<file path="src/rtl/mswin_pkg.sv">
package mswin_pkg;
    typedef enum logic [1:0] {
        ST_CLEAR  = 2'd0,
        ST_IDLE   = 2'd1,
        ST_FETCH  = 2'd2,
        ST_UPDATE = 2'd3
    } mswin_state_e;
endpackage

</file>
<file path="src/rtl/mswin_grp_avg.sv">
// Per-channel group-of-8 averaging ahead of the long window.
module mswin_grp_avg #(
    parameter int NUM_CH   = 16,
    parameter int SAMP_W   = 8,
    parameter int GRP_LOG2 = 3,
    parameter int CH_W     = 4
) (
    input  logic              clk,
    input  logic              rst_n,
    input  logic              take,
    input  logic [CH_W-1:0]   ch,
    input  logic [SAMP_W-1:0] sample,
    output logic              last_o,
    output logic [SAMP_W-1:0] avg_o
);
    localparam int GW = SAMP_W + GRP_LOG2;

    logic [GW-1:0]       acc_q [NUM_CH];
    logic [GRP_LOG2-1:0] cnt_q [NUM_CH];
    logic [GW-1:0]       tot;

    always_comb begin
        tot    = acc_q[ch] + GW'(sample);
        avg_o  = tot[GW-1:GRP_LOG2];
        last_o = (cnt_q[ch] == {GRP_LOG2{1'b1}});
    end

    always_ff @(posedge clk) begin
        if (!rst_n) begin
            for (int i = 0; i < NUM_CH; i++) begin
                acc_q[i] <= '0;
                cnt_q[i] <= '0;
            end
        end else if (take) begin
            acc_q[ch] <= last_o ? '0 : tot;
            cnt_q[ch] <= cnt_q[ch] + 1'b1;
        end
    end

    // a completed group restarts the channel's counter at zero
    assert_group_restart_R3: assert property (@(posedge clk) disable iff (!rst_n)
        (take && last_o) |=> (cnt_q[$past(ch)] == '0));
endmodule

</file>
<file path="src/rtl/mswin_hist_ram.sv">
// History memory: one circular buffer per channel, synchronous read.
module mswin_hist_ram #(
    parameter int DEPTH  = 256,
    parameter int ADDR_W = 8,
    parameter int DW     = 8
) (
    input  logic              clk,
    input  logic              we,
    input  logic [ADDR_W-1:0] waddr,
    input  logic [DW-1:0]     wdata,
    input  logic              re,
    input  logic [ADDR_W-1:0] raddr,
    output logic [DW-1:0]     rdata
);
    logic [DW-1:0] mem [DEPTH];

    always_ff @(posedge clk) begin
        if (we) mem[waddr] <= wdata;
        if (re) rdata <= mem[raddr];
    end
endmodule

</file>
<file path="src/rtl/mswin_acc_bank.sv">
// Per-channel running totals and circular write pointers.
module mswin_acc_bank #(
    parameter int NUM_CH  = 16,
    parameter int WIN_LEN = 16,
    parameter int SAMP_W  = 8,
    parameter int SUM_W   = 12,
    parameter int CH_W    = 4,
    parameter int PTR_W   = 4
) (
    input  logic              clk,
    input  logic              rst_n,
    input  logic              upd_en,
    input  logic [CH_W-1:0]   upd_ch,
    input  logic [SAMP_W-1:0] add_val,
    input  logic [SAMP_W-1:0] sub_val,
    output logic [PTR_W-1:0]  ptr_o,
    output logic [SUM_W-1:0]  sum_new_o
);
    localparam logic [SUM_W:0] SUM_MAX = (SUM_W+1)'(WIN_LEN * ((1 << SAMP_W) - 1));

    logic [NUM_CH-1:0][SUM_W-1:0] sum_q;
    logic [NUM_CH-1:0][PTR_W-1:0] ptr_q;

    always_comb begin
        ptr_o     = ptr_q[upd_ch];
        sum_new_o = sum_q[upd_ch] - SUM_W'(sub_val) + SUM_W'(add_val);
    end

    for (genvar g = 0; g < NUM_CH; g++) begin : g_chan
        always_ff @(posedge clk) begin
            if (!rst_n) begin
                sum_q[g] <= '0;
                ptr_q[g] <= '0;
            end else if (upd_en && (upd_ch == CH_W'(g))) begin
                sum_q[g] <= sum_new_o;
                ptr_q[g] <= (ptr_q[g] == PTR_W'(WIN_LEN - 1)) ? '0 : ptr_q[g] + 1'b1;
            end
        end
    end

    // a window of maximum entries never exceeds the representable bound
    assert_no_overflow_R5: assert property (@(posedge clk) disable iff (!rst_n)
        upd_en |-> ({1'b0, sum_new_o} <= SUM_MAX));
endmodule

</file>
<file path="src/rtl/mswin_detect.sv">
module mswin_detect
    import mswin_pkg::*;
#(
    parameter int NUM_CH   = 16,
    parameter int SAMP_W   = 8,
    parameter int WIN_LEN  = 16,
    parameter int GRP_LOG2 = 3
) (
    input  logic                                clk,
    input  logic                                rst_n,
    input  logic                                s_valid,
    output logic                                s_ready,
    input  logic [SAMP_W-1:0]                   s_data,
    input  logic                                thr_we,
    input  logic [SAMP_W+$clog2(WIN_LEN)-1:0]   thr_wdata,
    output logic                                res_valid,
    output logic [$clog2(NUM_CH)-1:0]           res_chan,
    output logic [SAMP_W+$clog2(WIN_LEN)-1:0]   res_sum,
    output logic                                res_alarm
);
    localparam int CH_W   = $clog2(NUM_CH);
    localparam int PTR_W  = $clog2(WIN_LEN);
    localparam int SUM_W  = SAMP_W + PTR_W;
    localparam int DEPTH  = NUM_CH * WIN_LEN;
    localparam int ADDR_W = $clog2(DEPTH);

    mswin_state_e state_q, state_d;

    logic [CH_W-1:0]   rr_ch_q;
    logic [ADDR_W-1:0] clr_addr_q;
    logic [CH_W-1:0]   ch_q;
    logic [SAMP_W-1:0] avg_q;
    logic [SUM_W-1:0]  thr_q;

    logic              take;
    logic              grp_last;
    logic [SAMP_W-1:0] grp_avg;
    logic [PTR_W-1:0]  cur_ptr;
    logic [SUM_W-1:0]  sum_new;
    logic [ADDR_W-1:0] slot_addr;
    logic              ram_we, ram_re;
    logic [ADDR_W-1:0] ram_waddr;
    logic [SAMP_W-1:0] ram_wdata, ram_rdata;

    assign take      = s_valid && s_ready;
    assign slot_addr = ADDR_W'(ch_q) * ADDR_W'(WIN_LEN) + ADDR_W'(cur_ptr);

    // State register
    always_ff @(posedge clk) begin
        if (!rst_n) state_q <= ST_CLEAR;
        else        state_q <= state_d;
    end

    // Transitions
    always_comb begin
        state_d = state_q;
        unique case (state_q)
            ST_CLEAR:  if (clr_addr_q == ADDR_W'(DEPTH - 1)) state_d = ST_IDLE;
            ST_IDLE:   if (s_valid && grp_last)              state_d = ST_FETCH;
            ST_FETCH:  state_d = ST_UPDATE;
            ST_UPDATE: state_d = ST_IDLE;
        endcase
    end

    // Outputs of the state machine
    always_comb begin
        s_ready   = 1'b0;
        ram_we    = 1'b0;
        ram_re    = 1'b0;
        ram_waddr = slot_addr;
        ram_wdata = avg_q;
        unique case (state_q)
            ST_CLEAR: begin
                ram_we    = 1'b1;
                ram_waddr = clr_addr_q;
                ram_wdata = '0;
            end
            ST_IDLE:   s_ready = 1'b1;
            ST_FETCH:  ram_re  = 1'b1;
            ST_UPDATE: ram_we  = 1'b1;
        endcase
    end

    // Datapath registers
    always_ff @(posedge clk) begin
        if (!rst_n) begin
            rr_ch_q    <= '0;
            clr_addr_q <= '0;
            ch_q       <= '0;
            avg_q      <= '0;
            thr_q      <= '1;
            res_valid  <= 1'b0;
            res_chan   <= '0;
            res_sum    <= '0;
            res_alarm  <= 1'b0;
        end else begin
            if (state_q == ST_CLEAR) clr_addr_q <= clr_addr_q + 1'b1;
            if (take) begin
                rr_ch_q <= (rr_ch_q == CH_W'(NUM_CH - 1)) ? '0 : rr_ch_q + 1'b1;
                if (grp_last) begin
                    ch_q  <= rr_ch_q;
                    avg_q <= grp_avg;
                end
            end
            if (thr_we) thr_q <= thr_wdata;
            res_valid <= (state_q == ST_UPDATE);
            res_alarm <= (state_q == ST_UPDATE) && (sum_new >= thr_q);
            if (state_q == ST_UPDATE) begin
                res_chan <= ch_q;
                res_sum  <= sum_new;
            end
        end
    end

    mswin_grp_avg #(
        .NUM_CH(NUM_CH), .SAMP_W(SAMP_W), .GRP_LOG2(GRP_LOG2), .CH_W(CH_W)
    ) u_grp (
        .clk(clk), .rst_n(rst_n), .take(take), .ch(rr_ch_q), .sample(s_data),
        .last_o(grp_last), .avg_o(grp_avg)
    );

    mswin_hist_ram #(
        .DEPTH(DEPTH), .ADDR_W(ADDR_W), .DW(SAMP_W)
    ) u_ram (
        .clk(clk), .we(ram_we), .waddr(ram_waddr), .wdata(ram_wdata),
        .re(ram_re), .raddr(slot_addr), .rdata(ram_rdata)
    );

    mswin_acc_bank #(
        .NUM_CH(NUM_CH), .WIN_LEN(WIN_LEN), .SAMP_W(SAMP_W),
        .SUM_W(SUM_W), .CH_W(CH_W), .PTR_W(PTR_W)
    ) u_acc (
        .clk(clk), .rst_n(rst_n), .upd_en(state_q == ST_UPDATE), .upd_ch(ch_q),
        .add_val(avg_q), .sub_val(ram_rdata), .ptr_o(cur_ptr), .sum_new_o(sum_new)
    );

    // result strobe lasts one cycle
    assert_single_pulse_R9: assert property (@(posedge clk) disable iff (!rst_n)
        res_valid |=> !res_valid);
    // a group-completing sample makes the block busy on the next cycle
    assert_busy_after_group_R9: assert property (@(posedge clk) disable iff (!rst_n)
        (take && grp_last) |=> !s_ready);
    // no result while the history is being cleared
    assert_quiet_clear_R1: assert property (@(posedge clk) disable iff (!rst_n)
        (state_q == ST_CLEAR) |=> !res_valid);
    // alarm matches the comparison with the threshold in force at update
    assert_alarm_cmp_R6: assert property (@(posedge clk) disable iff (!rst_n)
        res_valid |-> (res_alarm == (res_sum >= $past(thr_q))));
endmodule

</file>
<file path="config.mk">
export PLATFORM = sky130hd
export DESIGN_NAME = mswin_detect
export DESIGN_NICKNAME = d
export VERILOG_FILES = /design/src/rtl/mswin_pkg.sv /design/src/rtl/mswin_grp_avg.sv /design/src/rtl/mswin_hist_ram.sv /design/src/rtl/mswin_acc_bank.sv /design/src/rtl/mswin_detect.sv
export SDC_FILE = /design/constraint.sdc
export NUM_CORES = 2
export LEC_CHECK = 0
export BUFFER_PORTS_ARGS = -buffer_cell sky130_fd_sc_hd__buf_2
export CORE_ASPECT_RATIO = 0.7
export CORE_UTILIZATION = 50
export CTS_BUF_LIST = sky130_fd_sc_hd__clkbuf_8
export DETAILED_ROUTE_END_ITERATION = 10
export HOLD_SLACK_MARGIN = 0.03
export PLACE_DENSITY = 0.65
export REMOVE_ABC_BUFFERS = 1
export SLEW_MARGIN = 20
export SYNTH_ARGS = -nofsm -noshare
export SYNTH_HDL_FRONTEND = slang
export SYNTH_SLANG_ARGS = --single-unit
</file>
<file path="constraint.sdc">
create_clock -name clk -period 11.85 [get_ports clk]
set_input_delay 1.185 -clock clk [delete_from_list [all_inputs] [get_ports clk]]
set_output_delay 1.185 -clock clk [all_outputs]
set_load 0.005 [all_outputs]
</file>
==> flow_summary.ini <==
[status]
outcome = finished with violations
violations_in_the_final_reports = design-rule violations

[power_and_ir_drop]
share_comb_of_total_power_pct = 3.6
sw_frac_of_total_pct = 23.2
clock_power_share_pct = 39.4
power.net_switching_w = 0.00404
seqPwrFrac_pct = 57.0
p_int_w = 0.0134
power.leakage_nw = 39.4
power_per_unit_of_standard_cell_area_mw_per_mm2 = 151
ir_drop_v = 0.000126

[placement]
placement.io_buffers = 42
hpwlAfterDp_mm = 180
place.gp.congestion = 0.881

[worst_setup_path]
timing.critical_path.arrival_ns = 7.56
setup.worst_path.start_class = register
crit_path_max_fanout = 61
crit_required_ns = 12.55
criticalPathCategory = register to register
cp-end-kind = register

[clocking]
cts_buffers = 382
cts.hold.buffers_added = 0
clk_pin_slew_ns = 0.07
clkSinkCount = 2596
cts.repair_timing.setup_buffer_count = 0
tritoncts = built
clock_path_buffers = 4
clock_tree.htree_level_count = 5
cts-root-buf = clkbuf_8
cts_resized = 0
clock_latency_ns = 1.01

[sta]
fin_crit_sh_pct = 57.9
fmax_mhz = 146
rsz0062_at_grt = false
final-max-slew-violation-count = 0
finalSetupViolCount = 0
hold_viol = 0
skew_ns = 0.0747
min_clock_period_post_route_ns = 6.86
max-slew-margin-rel_pct = 21.0
hold_ws_ns = 0.446
measured_slew_at_the_worst_slew_check_pin_ns = 1.18

[floorplanning]
design.die.area_mm2 = 0.213
die_width_um = 552
row_count = 140
core_area_mm2 = 0.209
die_y_um = 387
floorplan.initialDensity_pct = 50.6
num_io_pins = 43

[run]
drv.max_cap_violation_count = 0

[routing]
drcViolationCount = 1
wire_per_inst_um = 26.8
drt-initial-drc-count = 9847
firstDrtPassIters = 9
drt-vias-per-instance = 6.16
drt-total-wl_mm = 303
drt.antenna.violating_nets = 0
vias = 69692

[synth]
yosysWarningCount = 0
post_synth_instance_area_mm2 = 0.106
synth-edff-count = 2280
postSynthAreaPerCell_um2 = 12.9
synth_area_leaders = edfxtp_1 (65%), nand2_1 (6.8%), dfxtp_1 (6.0%)
post-synth-top-area-cell = edfxtp_1
synth.lib_cells_used.distinct = 69
synthArstFlopShare_pct = 0
synth_top_area_share_pct = 64.7
yosys_register_bits = 2596
synth-seq-area-share_pct = 70.7
ys.flop_type = edfxtp_1
synth_instances = 8220

[global_routing]
grt_pass1_wl_mm = 441
globalRouteOverflowTotal = 0
groute.usage.overall_pct = 27.9
grt_antenna_before_repair = 10
grt_start_max_net_pins = 200
vias_in_the_first_global_route = 65125

[layout]
ratio_of_cells_with_drive_above_1_in_the_final_layout_pct = 10.3
utilization_pct = 55.3
nFillCells = 16931
nNetsFinal = 8323
areaGrowthSynthToFinish_pct = 9.33

[worst_hold_path]
worstHoldPathType = input pin to register
==> metal layers <==
metal / vias up / part of all wire, % / GRT usage (%)
met2: 4247 / 42 / 39.1
li1: 30249 / - / -
met3: 515 / 13 / 7.12
met1: 34673 / 42 / 42.8
met5: - / 0.016 / 0
met4: 8 / 2.6 / 7.61
==> power groups by stage <==
| stage | clock network, W | registers (W) | logic, W |
|---|---|---|---|
| 5_1_grt | 0.00728 | 0.00994 | 0.000647 |
| 2_1_floorplan | 0 | 0.0101 | 0.000303 |
| 6_report | 0.00686 | 0.00993 | 0.000623 |
| 4_1_cts | 0.00689 | 0.00993 | 0.000608 |
| 3_3_place_gp | 0 | 0.0101 | 0.000605 |
| 3_5_place_dp | 0 | 0.0101 | 0.000606 |
==> cell usage after synthesis, drive strengths merged (15+ instances only) <==
master	n
a211oi	92
a21oi	351
a221oi	15
a22oi	40
a311oi	43
a31oi	149
a32oi	109
and2	56
buf	233
clkbuf	314
dfxtp	316
edfxtp	2280
ha	60
inv	76
mux2i	241
mux4	159
nand2	1903
nand2b	17
nand3	633
nand4	96
nor2	719
nor3	35
nor4	16
o211ai	21
o21ai	53
o22ai	19
o31ai	16
or3	20
xnor2	16
xor2	23
==> logic make-up (layout without fill, tap and decap cells) <==
logic type,count (synthesis),in the layout,synth area share [%]
simple gates,3530,3530,13.9
mux,405,405,5.73
flops,2596,2596,70.7
buf+inv,624,943,2.50
compound gates,957,957,5.92
fa+ha+maj,69,69,0.880
other cells,0,12,0
xor+xnor,39,39,0.323
==> cell usage in the layout, fill, tap and decap left out, drive strengths merged, types with 140 or more instances in the layout <==
master	instances
a21oi	351
a31oi	149
buf	173
clkbuf	407
clkinv	140
dfxtp	316
edfxtp	2280
inv	213
mux2i	241
mux4	159
nand2	1903
nand3	633
nor2	719
==> sequential cells by signal, summed over array words and instances, names as in the netlist, named ones only <==
name,count
u_ram.mem,2048
u_acc.sum_q,192
u_grp.acc_q,176
u_acc.ptr_q,64
u_grp.cnt_q,48
res_sum,12
thr_q,12
avg_q,8
clr_addr_q,8
u_ram.rdata,8
ch_q,4
res_chan,4
rr_ch_q,4
state_q,2
res_alarm,1
res_valid,1
==> area by class of cell <==
type	instances	area [um^2]	share of cell area (%)
flip-flops and latches	2596	74800	64.7
repair buffers	173	1380	1.19
multi-input cells	5000	28700	24.8
clock buffers	407	5600	4.84
clock inverters	286	1400	1.21
inverters	77	302	0.261
diodes	12	30.0	0.0260
well taps	2769	3460	3.00
==> critical path: stages, from the launching register on <==
cell,delay (ns)
dfxtp_4,0.60
buf_4,0.80
mux4_2,0.42
mux4_4,0.71
buf_4,0.62
buf_4,0.64
buf_4,0.74
mux2i_1,0.28
a221oi_1,0.12
o21ai_0,0.26
a21oi_1,0.15
nor4_1,0.92
nand4_1,0.15
==> path summary, 6_finish.rpt <==
| path | slack, ns | depth (start not counted) | to | from |
|---|---|---|---|---|
| worst max-delay path | 4.99 | 12 | u_ram.rdata[3] | ch_q[1] |
| worst min-delay path | 0.45 | 3 | thr_q[2] | thr_wdata[2] |
| worst max register to register | 4.99 | 12 | u_ram.rdata[3] | ch_q[1] |
| worst min register to register | 0.45 | 2 | u_acc.sum_q[67] | u_acc.sum_q[67] |
==> through the flow <==
stage                     instance area (um^2)  total power (W)  setup slack, ns  TNS [ns]  cells
after floorplan                         103000           0.0104            -5.34    -42.51   7673
after global placement                  108000           0.0107             5.07         0  10609
after detailed placement                109000           0.0107             4.98         0  10614
after CTS                               116000           0.0174             5.02         0  11307
after global routing                    116000           0.0179             4.76         0  11310
final                                   116000           0.0174             4.99         0  11320
No activity file was read; power rests on OpenSTA's default activity.
